<file path="src/rtl/mcs_pkg.sv">
package mcs_pkg;

   localparam int STATE_W = 4;
   localparam int CTRL_W  = 17;

   typedef enum logic [STATE_W-1:0] {
      ST_FETCH     = 4'd0,
      ST_DECODE    = 4'd1,
      ST_MEM_ADDR  = 4'd2,
      ST_MEM_LOAD  = 4'd3,
      ST_LOAD_WB   = 4'd4,
      ST_MEM_STORE = 4'd5,
      ST_RR_EXEC   = 4'd6,
      ST_RR_WB     = 4'd7,
      ST_BRANCH    = 4'd8,
      ST_JUMP      = 4'd9,
      ST_IMM_EXEC  = 4'd10,
      ST_IMM_WB    = 4'd11,
      ST_JREG      = 4'd12,
      ST_JLINK_PC  = 4'd13,
      ST_JLINK_WB  = 4'd14,
      ST_HALT      = 4'd15
   } seq_state_e;

   typedef struct packed {
      logic [1:0] wr_sel;
      logic       reg_wr;
      logic       alu_a;
      logic       mem_rd;
      logic       mem_wr;
      logic       mem_to_reg;
      logic       addr_sel;
      logic       ir_ld;
      logic       pc_ld;
      logic       pc_ld_cond;
      logic [1:0] alu_class;
      logic [1:0] alu_b;
      logic [1:0] pc_src;
   } ctl_word_t;

   localparam logic [1:0] ALU_ADD    = 2'b00;
   localparam logic [1:0] ALU_BY_OPC = 2'b01;

endpackage

</file>
<file path="src/rtl/mcs_dispatch.sv">
module mcs_dispatch
   import mcs_pkg::*;
#(
   parameter int OPC_W = 4
) (
   input  seq_state_e       cur,
   input  logic [OPC_W-1:0] opcode,
   output seq_state_e       nxt
);

   localparam logic [OPC_W-1:0] OP_STORE = OPC_W'(7);

   seq_state_e from_decode;

   always_comb begin
      case (opcode)
         OPC_W'(0), OPC_W'(1), OPC_W'(2),
         OPC_W'(3), OPC_W'(4), OPC_W'(10): from_decode = ST_RR_EXEC;
         OPC_W'(5), OPC_W'(11):            from_decode = ST_IMM_EXEC;
         OPC_W'(6), OPC_W'(7):             from_decode = ST_MEM_ADDR;
         OPC_W'(8), OPC_W'(9):             from_decode = ST_BRANCH;
         OPC_W'(12):                       from_decode = ST_JUMP;
         OPC_W'(13):                       from_decode = ST_JREG;
         OPC_W'(14):                       from_decode = ST_JLINK_PC;
         default:                          from_decode = ST_HALT;
      endcase
   end

   always_comb begin
      case (cur)
         ST_FETCH:    nxt = ST_DECODE;
         ST_DECODE:   nxt = from_decode;
         ST_MEM_ADDR: nxt = (opcode == OP_STORE) ? ST_MEM_STORE : ST_MEM_LOAD;
         ST_MEM_LOAD: nxt = ST_LOAD_WB;
         ST_RR_EXEC:  nxt = ST_RR_WB;
         ST_IMM_EXEC: nxt = ST_IMM_WB;
         ST_JLINK_PC: nxt = ST_JLINK_WB;
         ST_HALT:     nxt = ST_HALT;
         default:     nxt = ST_FETCH;
      endcase
   end

endmodule

</file>
<file path="src/rtl/mcs_word_rom.sv">
module mcs_word_rom
   import mcs_pkg::*;
(
   input  seq_state_e st,
   output ctl_word_t  word
);

   always_comb begin
      word = '0;
      case (st)
         ST_FETCH: begin
            word.mem_rd = 1'b1;
            word.ir_ld  = 1'b1;
            word.pc_ld  = 1'b1;
            word.alu_b  = 2'b01;
         end
         ST_DECODE:   word.alu_b = 2'b11;
         ST_MEM_ADDR: begin
            word.alu_a = 1'b1;
            word.alu_b = 2'b10;
         end
         ST_MEM_LOAD: begin
            word.mem_rd   = 1'b1;
            word.addr_sel = 1'b1;
         end
         ST_LOAD_WB: begin
            word.reg_wr     = 1'b1;
            word.mem_to_reg = 1'b1;
         end
         ST_MEM_STORE: begin
            word.mem_wr   = 1'b1;
            word.addr_sel = 1'b1;
         end
         ST_RR_EXEC: begin
            word.alu_a     = 1'b1;
            word.alu_class = ALU_BY_OPC;
         end
         ST_RR_WB: begin
            word.wr_sel = 2'b01;
            word.reg_wr = 1'b1;
         end
         ST_BRANCH: begin
            word.alu_a      = 1'b1;
            word.alu_class  = ALU_BY_OPC;
            word.pc_ld_cond = 1'b1;
            word.pc_src     = 2'b01;
         end
         ST_JUMP, ST_JLINK_PC: begin
            word.pc_ld  = 1'b1;
            word.pc_src = 2'b10;
         end
         ST_IMM_EXEC: begin
            word.alu_a     = 1'b1;
            word.alu_class = ALU_BY_OPC;
            word.alu_b     = 2'b10;
         end
         ST_IMM_WB: word.reg_wr = 1'b1;
         ST_JREG: begin
            word.pc_ld  = 1'b1;
            word.pc_src = 2'b11;
         end
         ST_JLINK_WB: begin
            word.wr_sel = 2'b10;
            word.reg_wr = 1'b1;
         end
         default: word = '0;
      endcase
   end

endmodule

</file>
<file path="src/rtl/mcs_sequencer.sv">
module mcs_sequencer
   import mcs_pkg::*;
#(
   parameter int OPC_W    = 4,
   parameter bit REG_WORD = 1'b1
) (
   input  logic               clk,
   input  logic               rst_n,
   input  logic [OPC_W-1:0]   opcode,
   output logic [CTRL_W-1:0]  ctrl_word,
   output logic [STATE_W-1:0] seq_state,
   output logic               halted
);

   localparam int OPC_COUNT = 1 << OPC_W;

   if (OPC_COUNT != 16) begin : g_bad_opc_w
      $error("mcs_sequencer: OPC_W must give exactly 16 opcodes");
   end
   if ($bits(ctl_word_t) != CTRL_W) begin : g_bad_word_w
      $error("mcs_sequencer: control word layout width mismatch");
   end

   seq_state_e state_q, state_d;
   ctl_word_t  cw_out;

   mcs_dispatch #(.OPC_W(OPC_W)) u_dispatch (
      .cur    (state_q),
      .opcode (opcode),
      .nxt    (state_d)
   );

   always_ff @(posedge clk) begin
      if (!rst_n) state_q <= ST_FETCH;
      else        state_q <= state_d;
   end

   if (REG_WORD) begin : g_word_reg
      seq_state_e rom_in;
      ctl_word_t  rom_out;
      ctl_word_t  word_q;
      assign rom_in = rst_n ? state_d : ST_FETCH;
      mcs_word_rom u_rom (.st(rom_in), .word(rom_out));
      always_ff @(posedge clk) word_q <= rom_out;
      assign cw_out = word_q;
   end else begin : g_word_comb
      mcs_word_rom u_rom (.st(state_q), .word(cw_out));
   end

   assign ctrl_word = cw_out;
   assign seq_state = state_q;
   assign halted    = (state_q == ST_HALT);

   assert_fetch_to_decode_R2: assert property (@(posedge clk) disable iff (!rst_n)
      state_q == ST_FETCH |=> state_q == ST_DECODE);

   assert_rr_then_wb_R5: assert property (@(posedge clk) disable iff (!rst_n)
      state_q == ST_RR_EXEC |=> state_q == ST_RR_WB);

   assert_jlink_then_wb_R6: assert property (@(posedge clk) disable iff (!rst_n)
      state_q == ST_JLINK_PC |=> state_q == ST_JLINK_WB);

   assert_short_paths_return_R6: assert property (@(posedge clk) disable iff (!rst_n)
      (state_q inside {ST_BRANCH, ST_JUMP, ST_JREG, ST_JLINK_WB, ST_LOAD_WB,
                       ST_MEM_STORE, ST_RR_WB, ST_IMM_WB}) |=> state_q == ST_FETCH);

   assert_halt_sticky_R7: assert property (@(posedge clk) disable iff (!rst_n)
      halted |=> halted);

   assert_halt_quiet_R8: assert property (@(posedge clk) disable iff (!rst_n)
      halted |-> ctrl_word == '0);

   assert_alu_class_gate_R10: assert property (@(posedge clk) disable iff (!rst_n)
      cw_out.alu_class != ALU_ADD |-> (state_q inside {ST_RR_EXEC, ST_BRANCH, ST_IMM_EXEC}));

   assert_ir_load_fetch_only_R11: assert property (@(posedge clk) disable iff (!rst_n)
      cw_out.ir_ld |-> state_q == ST_FETCH);

endmodule

</file>
<file path="config.mk">
export PLATFORM = sky130hd
export DESIGN_NAME = mcs_sequencer
export DESIGN_NICKNAME = d
export VERILOG_FILES = /design/src/rtl/mcs_pkg.sv /design/src/rtl/mcs_dispatch.sv /design/src/rtl/mcs_word_rom.sv /design/src/rtl/mcs_sequencer.sv
export SDC_FILE = /design/constraint.sdc
export NUM_CORES = 1
export LEC_CHECK = 0
export BUFFER_PORTS_ARGS = -buffer_cell sky130_fd_sc_hd__buf_2
export CAP_MARGIN = 20
export CELL_PAD_IN_SITES_DETAIL_PLACEMENT = 1
export CELL_PAD_IN_SITES_GLOBAL_PLACEMENT = 1
export CORE_MARGIN = 5
export CORE_UTILIZATION = 37
export DETAILED_ROUTE_END_ITERATION = 16
export PLACE_DENSITY_LB_ADDON = 0.15
export SLEW_MARGIN = 0
export SYNTH_ARGS = -nofsm -noshare
export SYNTH_HDL_FRONTEND = slang
export SYNTH_SLANG_ARGS = --single-unit
</file>
<file path="constraint.sdc">
create_clock -name clk -period 1.95 [get_ports clk]
set_clock_uncertainty 0.2 [all_clocks]
set_input_delay 0.39 -clock clk [delete_from_list [all_inputs] [get_ports clk]]
set_output_delay 0.39 -clock clk [all_outputs]
set_load 0.05 [all_outputs]
</file>
==> results of run 1 <==
## cell usage in the layout (no fill, tap or decap), drive strengths merged, types with 2 or more instances in the layout
master  count
a211oi      4
clkbuf      4
and2        3
nand4       3
a21oi       8
nor3b       2
dfxtp      20
inv         6
or3         2
buf        45
nor2        6
o21ai       2
nand2       6
o211ai      5
nor2b       3
nor3        5
o21a        2
## state kept, by name, indices dropped and copies added, names as in the netlist
name / count
seq_state: 4
ctrl_word: 16
## cell type report
| type | count | area, um2 |
|---|---|---|
| fill | 292 | 1190 |
| clock buffer | 4 | 36.3 |
| sequential | 20 | 413 |
| timing repair buffer | 45 | 287 |
| multi-input combinational | 71 | 508 |
| tap | 30 | 37.5 |
| inverter | 6 | 25.0 |
## worst max-delay path, cell delays in order (launching register included)
cell and delay (ps):
dfxtp_2 350, buf_4 150, nor2b_1 150, o21a_1 190, o221ai_4 220, inv_4 100
or3_1 330, a211oi_2 190
## final timing paths
check	depth (start not counted)	endpoint	slack [ps]
setup reg to reg	7	ctrl_word[3]	-5
setup / recovery	7	ctrl_word[3]	-5
hold reg to reg	4	ctrl_word[13]	630
hold / removal	3	seq_state[3]	230
## power by group through the flow
stage	combinational [mW]	sequential, mW	clock (mW)
floorplan	0.559	0.927	0
global placement	1.14	0.601	0
detailed placement	1.15	0.602	0
CTS	1.18	0.594	0.244
global route	1.40	0.605	0.264
finish	1.30	0.590	0.233
## logic make-up (layout without fill, tap and decap cells)
group           count (synthesis)  count (layout)  synth area share [%]
xor+xnor                        1               1                 0.906
compound gates                 28              28                  23.4
buf+inv                        13              55                  8.15
flops                          20              20                  41.4
mux                             1               1                  1.03
other cells                     1               1                 0.388
simple gates                   40              40                  24.7
## stage by stage
step | setup TNS [ps] | util [%] | setup WS, ps | instance area, um2 | cells
after CTS | -19.4 | 48.8 | -19.4 | 1220 | 168
after floorplan | 0 | - | 13.5 | 983 | 104
after global routing | -475 | 52.3 | -103 | 1310 | 176
final | -5.38 | 52.3 | -5.38 | 1310 | 176
after detailed placement | -796 | 47.0 | -98.2 | 1180 | 164
after global placement | -191 | 47.0 | -50.0 | 1180 | 164
## metal layers
| layer | track usage, % | wire [um] | up-vias |
|---|---|---|---|
| met4 | 6.19 | 52 | 0 |
| met1 | 17.9 | 1100 | 453 |
| li1 | - | - | 457 |
| met3 | 2.73 | 106 | 6 |
| met5 | 0 | 0 | - |
| met2 | 27.8 | 1480 | 22 |
## what timing repair did
action / in CTS / in global routing
hold buffers: 0 / 0
gates resized for setup: 2 / 12
buffers inserted: 0 / 8
pin swaps: 0 / 5
endpoints found under the setup margin: 3 / 15
==> results.py, run 1 <==
metrics = {
    "worst_setup_path": {
        "crit_type": "reg -> reg",
        "cp.required_ps": 1960,
        "end_kind": "flop",
        "cp_max_fo": 10,
        "crit_start": "seq_state[1]",
        "reg2reg_from": "seq_state[1]",
        "critPathLaunchType": "flop",
        "cp_data_arrival_time_ps": 1970,
    },
    "logic_synthesis": {
        "synth_seq_cells": 20,
        "syn_area_per_cell_um2": 9.30,
        "synth_edf_count": 0,
        "ys_seq_area_share_pct": 41.4,
        "netlist_instances": 104,
        "syn_area_um2": 967,
        "ys_top_cells_by_count": "dfxtp_1, a21oi_1, nand2_1",
        "synth_area_leaders": "dfxtp_1, a21oi_1, a211oi_2",
        "synth_fp_nets": 110,
        "synth_top_area_cell": "dfxtp_1",
        "synth_async_sr_flop_share_pct": 0,
        "ys_warn_count": 0,
        "synthFlopType": "dfxtp_1",
        "synth_top_area_share_pct": 41.4,
        "yosysUniqueCellTypes": 43,
        "synth.most_common_cell": "dfxtp_1",
    },
    "global_routing": {
        "grt_pass1_vias": 937,
        "grt-ovfl-total": 0,
        "grt_use_total_pct": 15.4,
        "grt_pass1_wl_mm": 4.26,
        "grt_max_degree": 13,
        "antenna_found_initial": 0,
    },
    "die": {
        "initial_utilization_pct": 38.7,
        "die_w_um": 61.1,
        "ios": 28,
        "core_area_um2": 2500,
        "num_rows": 18,
        "die_y_um": 61.1,
        "die_area_um2": 3740,
    },
    "min_path": {
        "worstHoldStart": "rst_n",
        "hp-class": "in -> reg",
    },
    "clock_network": {
        "cts_tree": "done",
        "worstSkewPairLatency_ps": 300,
        "clk_pin_slew_ps": 110,
        "cts_buffers": 3,
        "htreeDepth": 1,
        "cts.sinks": 20,
        "cts-root-buf": "clkbuf_4",
        "clockBufferDepth": 2,
    },
    "power": {
        "p_switching_mw": 1.01,
        "power.density_nw_per_um2": 1620,
        "leakage_nw": 0.607,
        "internal_power_mw": 1.11,
        "total_power_mw": 2.12,
        "power_frac_comb_pct": 61.2,
        "seq_power_share_pct": 27.8,
        "ir_drop_mv": 0.900,
        "switching_share_pct": 47.7,
        "power_frac_clock_pct": 11.0,
    },
    "place": {
        "gp_congestion": 0.799,
        "dp_hpwl_mm": 1.90,
        "io_buffer_count": 26,
    },
    "detailed_routing": {
        "drc": 0,
        "drt-total-wl_mm": 2.74,
        "vias_per_cell": 5.33,
        "wire_per_inst_um": 15.6,
        "drt_pass1_iterations": 4,
        "vias": 938,
        "postRouteAntennaNets": 0,
        "drtIter0Drc": 17,
    },
    "sta": {
        "hold_viol_final": 0,
        "slew_violations": 0,
        "finalSetupViolCount": 1,
        "clock.fmax_mhz": 511,
        "period_share_pct": 100,
        "layout_setup_ws_ps": -5.38,
        "whs_ps": 228,
        "fin_crit_ps": 1960,
        "rsz0062_at_grt": "true",
    },
    "run": {
        "cap_violations": 0,
    },
    "final_layout": {
        "final_nets": 153,
        "syn_to_final_growth_pct": 35.1,
        "num_antenna_cells": 0,
        "drive_gt1_share_pct": 47.3,
    },
    "run_status": {
        "status": "finished, violations left",
        "failed_checks": "setup timing",
    },
}
(Power assumes the default switching activity.)
==> run 2, diff against run 1 <==
--- a/config.mk
+++ b/config.mk
@@ -9,9 +9,9 @@
 export CAP_MARGIN = 20
 export CELL_PAD_IN_SITES_DETAIL_PLACEMENT = 1
 export CELL_PAD_IN_SITES_GLOBAL_PLACEMENT = 1
-export CORE_MARGIN = 5
 export CORE_UTILIZATION = 37
 export DETAILED_ROUTE_END_ITERATION = 16
+export MAX_ROUTING_LAYER = met4
 export PLACE_DENSITY_LB_ADDON = 0.15
 export SLEW_MARGIN = 0
 export SYNTH_ARGS = -nofsm -noshare
==> run 2 against run 1 <==
  * The run still ends with setup timing left
  * Flip-flop and latch count stayed put
  * Cell area is 5.7% higher
  * Register-to-register slack worse by 50 ps
  * Critical path depth did not move
  * Highest routed layer is now met3
  * Critical path type unchanged
  * Largest power group unchanged
==> results.py, run 2 (synthesis gave the netlist of run 1 again) <==
metrics = {
    "run_status": {
        "status": "finished, violations left",
        "failed_checks": "setup timing",
    },
    "clock_network": {
        "cts.sinks": 20,
        "htreeDepth": 1,
        "clockBufferDepth": 2,
        "ctsHoldBuffers": 0,
        "cts_tree": "done",
        "cts_buffers": 3,
        "cts-root-buf": "clkbuf_4",
        "worstSkewPairLatency_ps": 290,
        "clk_pin_slew_ps": 110,
    },
    "die": {
        "die_w_um": 53.1,
        "num_rows": 18,
        "die_area_um2": 2820,
        "initial_utilization_pct": 39.0,
        "die_y_um": 53.1,
        "ios": 28,
        "core_area_um2": 2480,
    },
    "worst_setup_path": {
        "crit_type": "reg -> reg",
        "critPathLaunchType": "flop",
        "cp.required_ps": 1950,
        "end_kind": "flop",
        "cp_max_fo": 4,
        "cp_data_arrival_time_ps": 2010,
    },
    "run": {
        "cap_violations": 0,
    },
    "detailed_routing": {
        "vias_per_cell": 5.30,
        "vias": 943,
        "drtIter0Drc": 4,
        "postRouteAntennaNets": 0,
        "drt_pass1_iterations": 4,
        "wire_per_inst_um": 15.5,
        "drc": 0,
        "drt-total-wl_mm": 2.76,
    },
    "final_layout": {
        "syn_to_final_growth_pct": 42.7,
        "fillCellCount": 304,
        "drive_gt1_share_pct": 54.1,
        "final_nets": 155,
        "final_common_cell": "buf_2",
        "final_area_um2": 1380,
        "num_antenna_cells": 0,
        "largest_register_ffs": 16,
        "layout_common_cells": "buf_2, buf_4, dfxtp_1",
    },
    "global_routing": {
        "grt_pass1_vias": 893,
        "grt_use_total_pct": 20.1,
        "grt_max_degree": 12,
        "grt-ovfl-total": 0,
        "grt_pass1_wl_mm": 4.04,
        "antenna_found_initial": 0,
    },
    "place": {
        "dp_hpwl_mm": 1.75,
        "gp_congestion": 0.802,
        "io_buffer_count": 26,
        "post_dp_cell_area_um2": 1200,
    },
    "sta": {
        "period_share_pct": 103,
        "fin_crit_ps": 2010,
        "hold_viol_final": 0,
        "finalSetupViolCount": 1,
        "layout_setup_ws_ps": -59.8,
        "clock.fmax_mhz": 498,
        "rsz0062_at_grt": "true",
        "slew_violations": 0,
    },
    "power": {
        "leakage_nw": 0.643,
        "ir_drop_mv": 0.956,
        "power.density_nw_per_um2": 1640,
        "total_power_mw": 2.26,
    },
    "min_path": {
        "hp-class": "in -> reg",
    },
}
[run 2: cell count changes in the layout (fill, tap and decap cells not counted), sizes merged]
cell	delta
buf	+2
[run 2: timing repair]
item | CTS | global route
hold endpoints to repair | 0 | 0
setup endpoints to repair | 6 | 13
pin swaps | 5 | 5
buffers inserted | 4 | 5
gates resized for setup | 15 | 9
[run 2: final cells by class]
cell class / instances / area [um2] / share of cell area, %
timing repair buffer: 47 / 318 / 23.0
clock buffer: 4 / 36.3 / 2.63
inverter: 6 / 25.0 / 1.81
multi-input combinational: 71 / 551 / 39.9
sequential: 20 / 413 / 29.9
tap: 30 / 37.5 / 2.72
[run 2: worst max-delay path, stage by stage (launching register included)]
cell	delay, ps
dfxtp_2	360
or3_1	400
a211oi_2	250
o221ai_4	150
inv_4	90
buf_4	120
o211ai_1	120
o211ai_1	230
[run 2: metrics by stage]
stage	std cells	TNS, ps	utilization [%]	setup WS, ps	hold WS (ps)
final	178	-59.8	55.7	-59.8	316
after global routing	178	-163	55.7	-110	313
after CTS	173	0	53.0	3.55	317
after floorplan	104	0	-	13.5	345
after detailed placement	165	-590	48.3	-97.0	527
after global placement	165	-224	48.3	-57.9	525
[run 2: where the power goes]
group	internal, mW	switching, mW	total (mW)
logic	0.562	0.878	1.44
registers	0.521	0.0708	0.591
clock network	0.114	0.118	0.231
[run 2: routing by layer]
layer	global-route usage, %	wire length (um)	part of all wire (%)	up-vias
li1	-	-	-	467
met1	23.4	1230	45	462
met2	36.7	1460	53	14
met3	2.59	60	2.2	0
met4	3.95	0	0	0
met5	-	0	0	-
[run 2: path summary, 6_finish.rpt]
kind | startpoint | to | slack, ps | depth (start not counted)
setup / recovery | seq_state[1] | ctrl_word[14] | -60 | 7
hold / removal | rst_n | seq_state[2] | 320 | 2
setup reg to reg | seq_state[1] | ctrl_word[14] | -60 | 7
hold reg to reg | seq_state[2] | ctrl_word[13] | 660 | 4
==> run 3, diff against run 2 <==
--- a/config.mk
+++ b/config.mk
@@ -9,6 +9,7 @@
 export CAP_MARGIN = 20
 export CELL_PAD_IN_SITES_DETAIL_PLACEMENT = 1
 export CELL_PAD_IN_SITES_GLOBAL_PLACEMENT = 1
+export CORE_MARGIN = 5
 export CORE_UTILIZATION = 37
 export DETAILED_ROUTE_END_ITERATION = 16
 export MAX_ROUTING_LAYER = met4
==> run 3 against run 2 <==
  * The run still ends with setup timing left
  * Routed wire length up 0.83%
  * Cell count down 0.56%
  * Worst hold slack worse by 92 ps
  * First-iteration DRC count rose to 4.3 times the previous value
  * Critical path type unchanged
  * Clock power up 3%
  * Utilization down 3.1 points
  * Power down 5.4%
  * Combinational power down 8%
==> results.py, run 3 (synthesis gave the netlist of run 1 again) <==
metrics = {
    "run_status": {
        "status": "finished, violations left",
        "failed_checks": "setup timing",
    },
    "die": {
        "initial_utilization_pct": 38.7,
        "die_area_um2": 3740,
        "ios": 28,
        "num_rows": 18,
        "die_w_um": 61.1,
        "core_area_um2": 2500,
        "die_y_um": 61.1,
    },
    "power": {
        "leakage_nw": 0.613,
        "power.density_nw_per_um2": 1630,
        "total_power_mw": 2.14,
        "ir_drop_mv": 0.920,
    },
    "detailed_routing": {
        "drc": 0,
        "vias": 923,
        "wire_per_inst_um": 15.7,
        "drt_pass1_iterations": 4,
        "drt-total-wl_mm": 2.78,
        "drtIter0Drc": 17,
        "postRouteAntennaNets": 0,
        "vias_per_cell": 5.21,
    },
    "worst_setup_path": {
        "cp.required_ps": 1970,
        "reg2reg_slack_ps": -0.5,
        "crit_buf_inv": 2,
        "cpPeakStageDelay_ps": 350,
        "end_kind": "flop",
        "critPathTopFamily": "compound AO/OA/AOI/OAI gates",
        "reg2reg_from": "seq_state[1]",
        "worstPathCellList": "buf_4 > nor2b_1 > o21a_1 > o221ai_4 > inv_4 > or3_1 > a211oi_2",
        "crit_start": "seq_state[1]",
        "critPathLaunchType": "flop",
        "crit_type": "reg -> reg",
        "regToRegEndpoint": "ctrl_word[3]",
        "cp_data_arrival_time_ps": 1970,
        "cp_max_fo": 10,
        "cpMaxStageDelayCell": "dfxtp_2",
        "rr_worst_depth": 7,
    },
    "sta": {
        "period_share_pct": 100,
        "layout_setup_ws_ps": -0.502,
        "fin_crit_ps": 1950,
        "slew_violations": 0,
        "hold_viol_final": 0,
        "rsz0062_at_grt": "true",
        "tns_ps": -0.502,
        "finalSetupViolCount": 1,
        "clock.fmax_mhz": 513,
    },
    "final_layout": {
        "layout_common_cells": "buf_2, buf_4, dfxtp_1, a21oi_1, nand2_1",
        "syn_to_final_growth_pct": 36.1,
        "final_nets": 154,
        "final_area_um2": 1320,
        "final_common_cell": "buf_2",
        "num_antenna_cells": 0,
        "largest_register_ffs": 16,
        "drive_gt1_share_pct": 48.3,
        "fin_util_pct": 52.7,
    },
    "clock_network": {
        "cts_tree": "done",
        "cts_buffers": 3,
        "clk_pin_slew_ps": 110,
        "htreeDepth": 1,
        "cts-root-buf": "clkbuf_4",
        "clockBufferDepth": 2,
        "worstSkewPairLatency_ps": 300,
        "cts.sinks": 20,
        "ctsHoldBuffers": 0,
    },
    "run": {
        "cap_violations": 0,
    },
    "min_path": {
        "hold-path-cell-count": 3,
        "worstHoldStart": "rst_n",
        "hold_end": "seq_state[3]",
        "hp-class": "in -> reg",
    },
    "place": {
        "dp_hpwl_mm": 1.90,
        "place_ws_ps": -98.2,
        "post_dp_cell_area_um2": 1180,
        "io_buffer_count": 26,
        "gp_congestion": 0.811,
    },
    "global_routing": {
        "antenna_found_initial": 0,
        "grt_max_degree": 13,
        "grt_use_total_pct": 16.0,
        "grt_pass1_wl_mm": 4.28,
        "grt-ovfl-total": 0,
        "grt_pass1_vias": 934,
    },
}
-- run 3: changes by cell type in the layout (fill, tap and decap cells not counted), sizes merged --
cell / before / now
buf: 47 / 46
-- run 3: layer usage --
metal	global-route usage, %	up-vias	part of all wire (%)
met2	27.9	18	54
met1	17.9	443	40
met5	-	-	0
met3	2.73	4	4.0
li1	-	458	-
met4	6.19	0	1.4
-- run 3: cell type report --
class	count	area, um2
Fill cell	298	1180
Sequential cell	20	413
Tap cell	30	37.5
Multi-Input combinational cell	71	514
Timing Repair Buffer	46	290
Clock buffer	4	36.3
Inverter	6	25.0
-- run 3: worst register-to-register path, cell delays in order, from the launching register on --
cell	delay, ps
dfxtp_2	350
buf_4	160
nor2b_1	150
o21a_1	200
o221ai_4	220
inv_4	90
or3_1	330
a211oi_2	180
-- run 3: worst max-delay path by stage --
stage | endpoint | slack [ps] | cells past startpoint
after floorplan | ctrl_word[3] | 10 | 7
after global placement | ctrl_word[9] | -50 | 6
after detailed placement | ctrl_word[14] | -100 | 6
after CTS | ctrl_word[14] | -20 | 6
after global routing | ctrl_word[6] | -100 | 8
final | ctrl_word[3] | -0.5 | 7
-- run 3: through the flow --
step           instances  hold WS [ps]
2_1_floorplan        104           345
3_3_place_gp         164           525
3_5_place_dp         164           534
4_1_cts              168           206
5_1_grt              177           222
6_report             177           224
-- run 3: repair_timing --
action | in CTS | in global routing
pin swaps | 0 | 4
setup buffers | 0 | 9
resized for setup | 2 | 13
setup endpoints to repair | 3 | 15
gates cloned | 0 | 0
-- run 3: where the power goes --
group	total [mW]	switching (mW)	internal, mW	leakage [nW]
clock	0.237	0.123	0.114	0.0210
combinational	1.32	0.831	0.485	0.426
sequential	0.588	0.0675	0.521	0.166
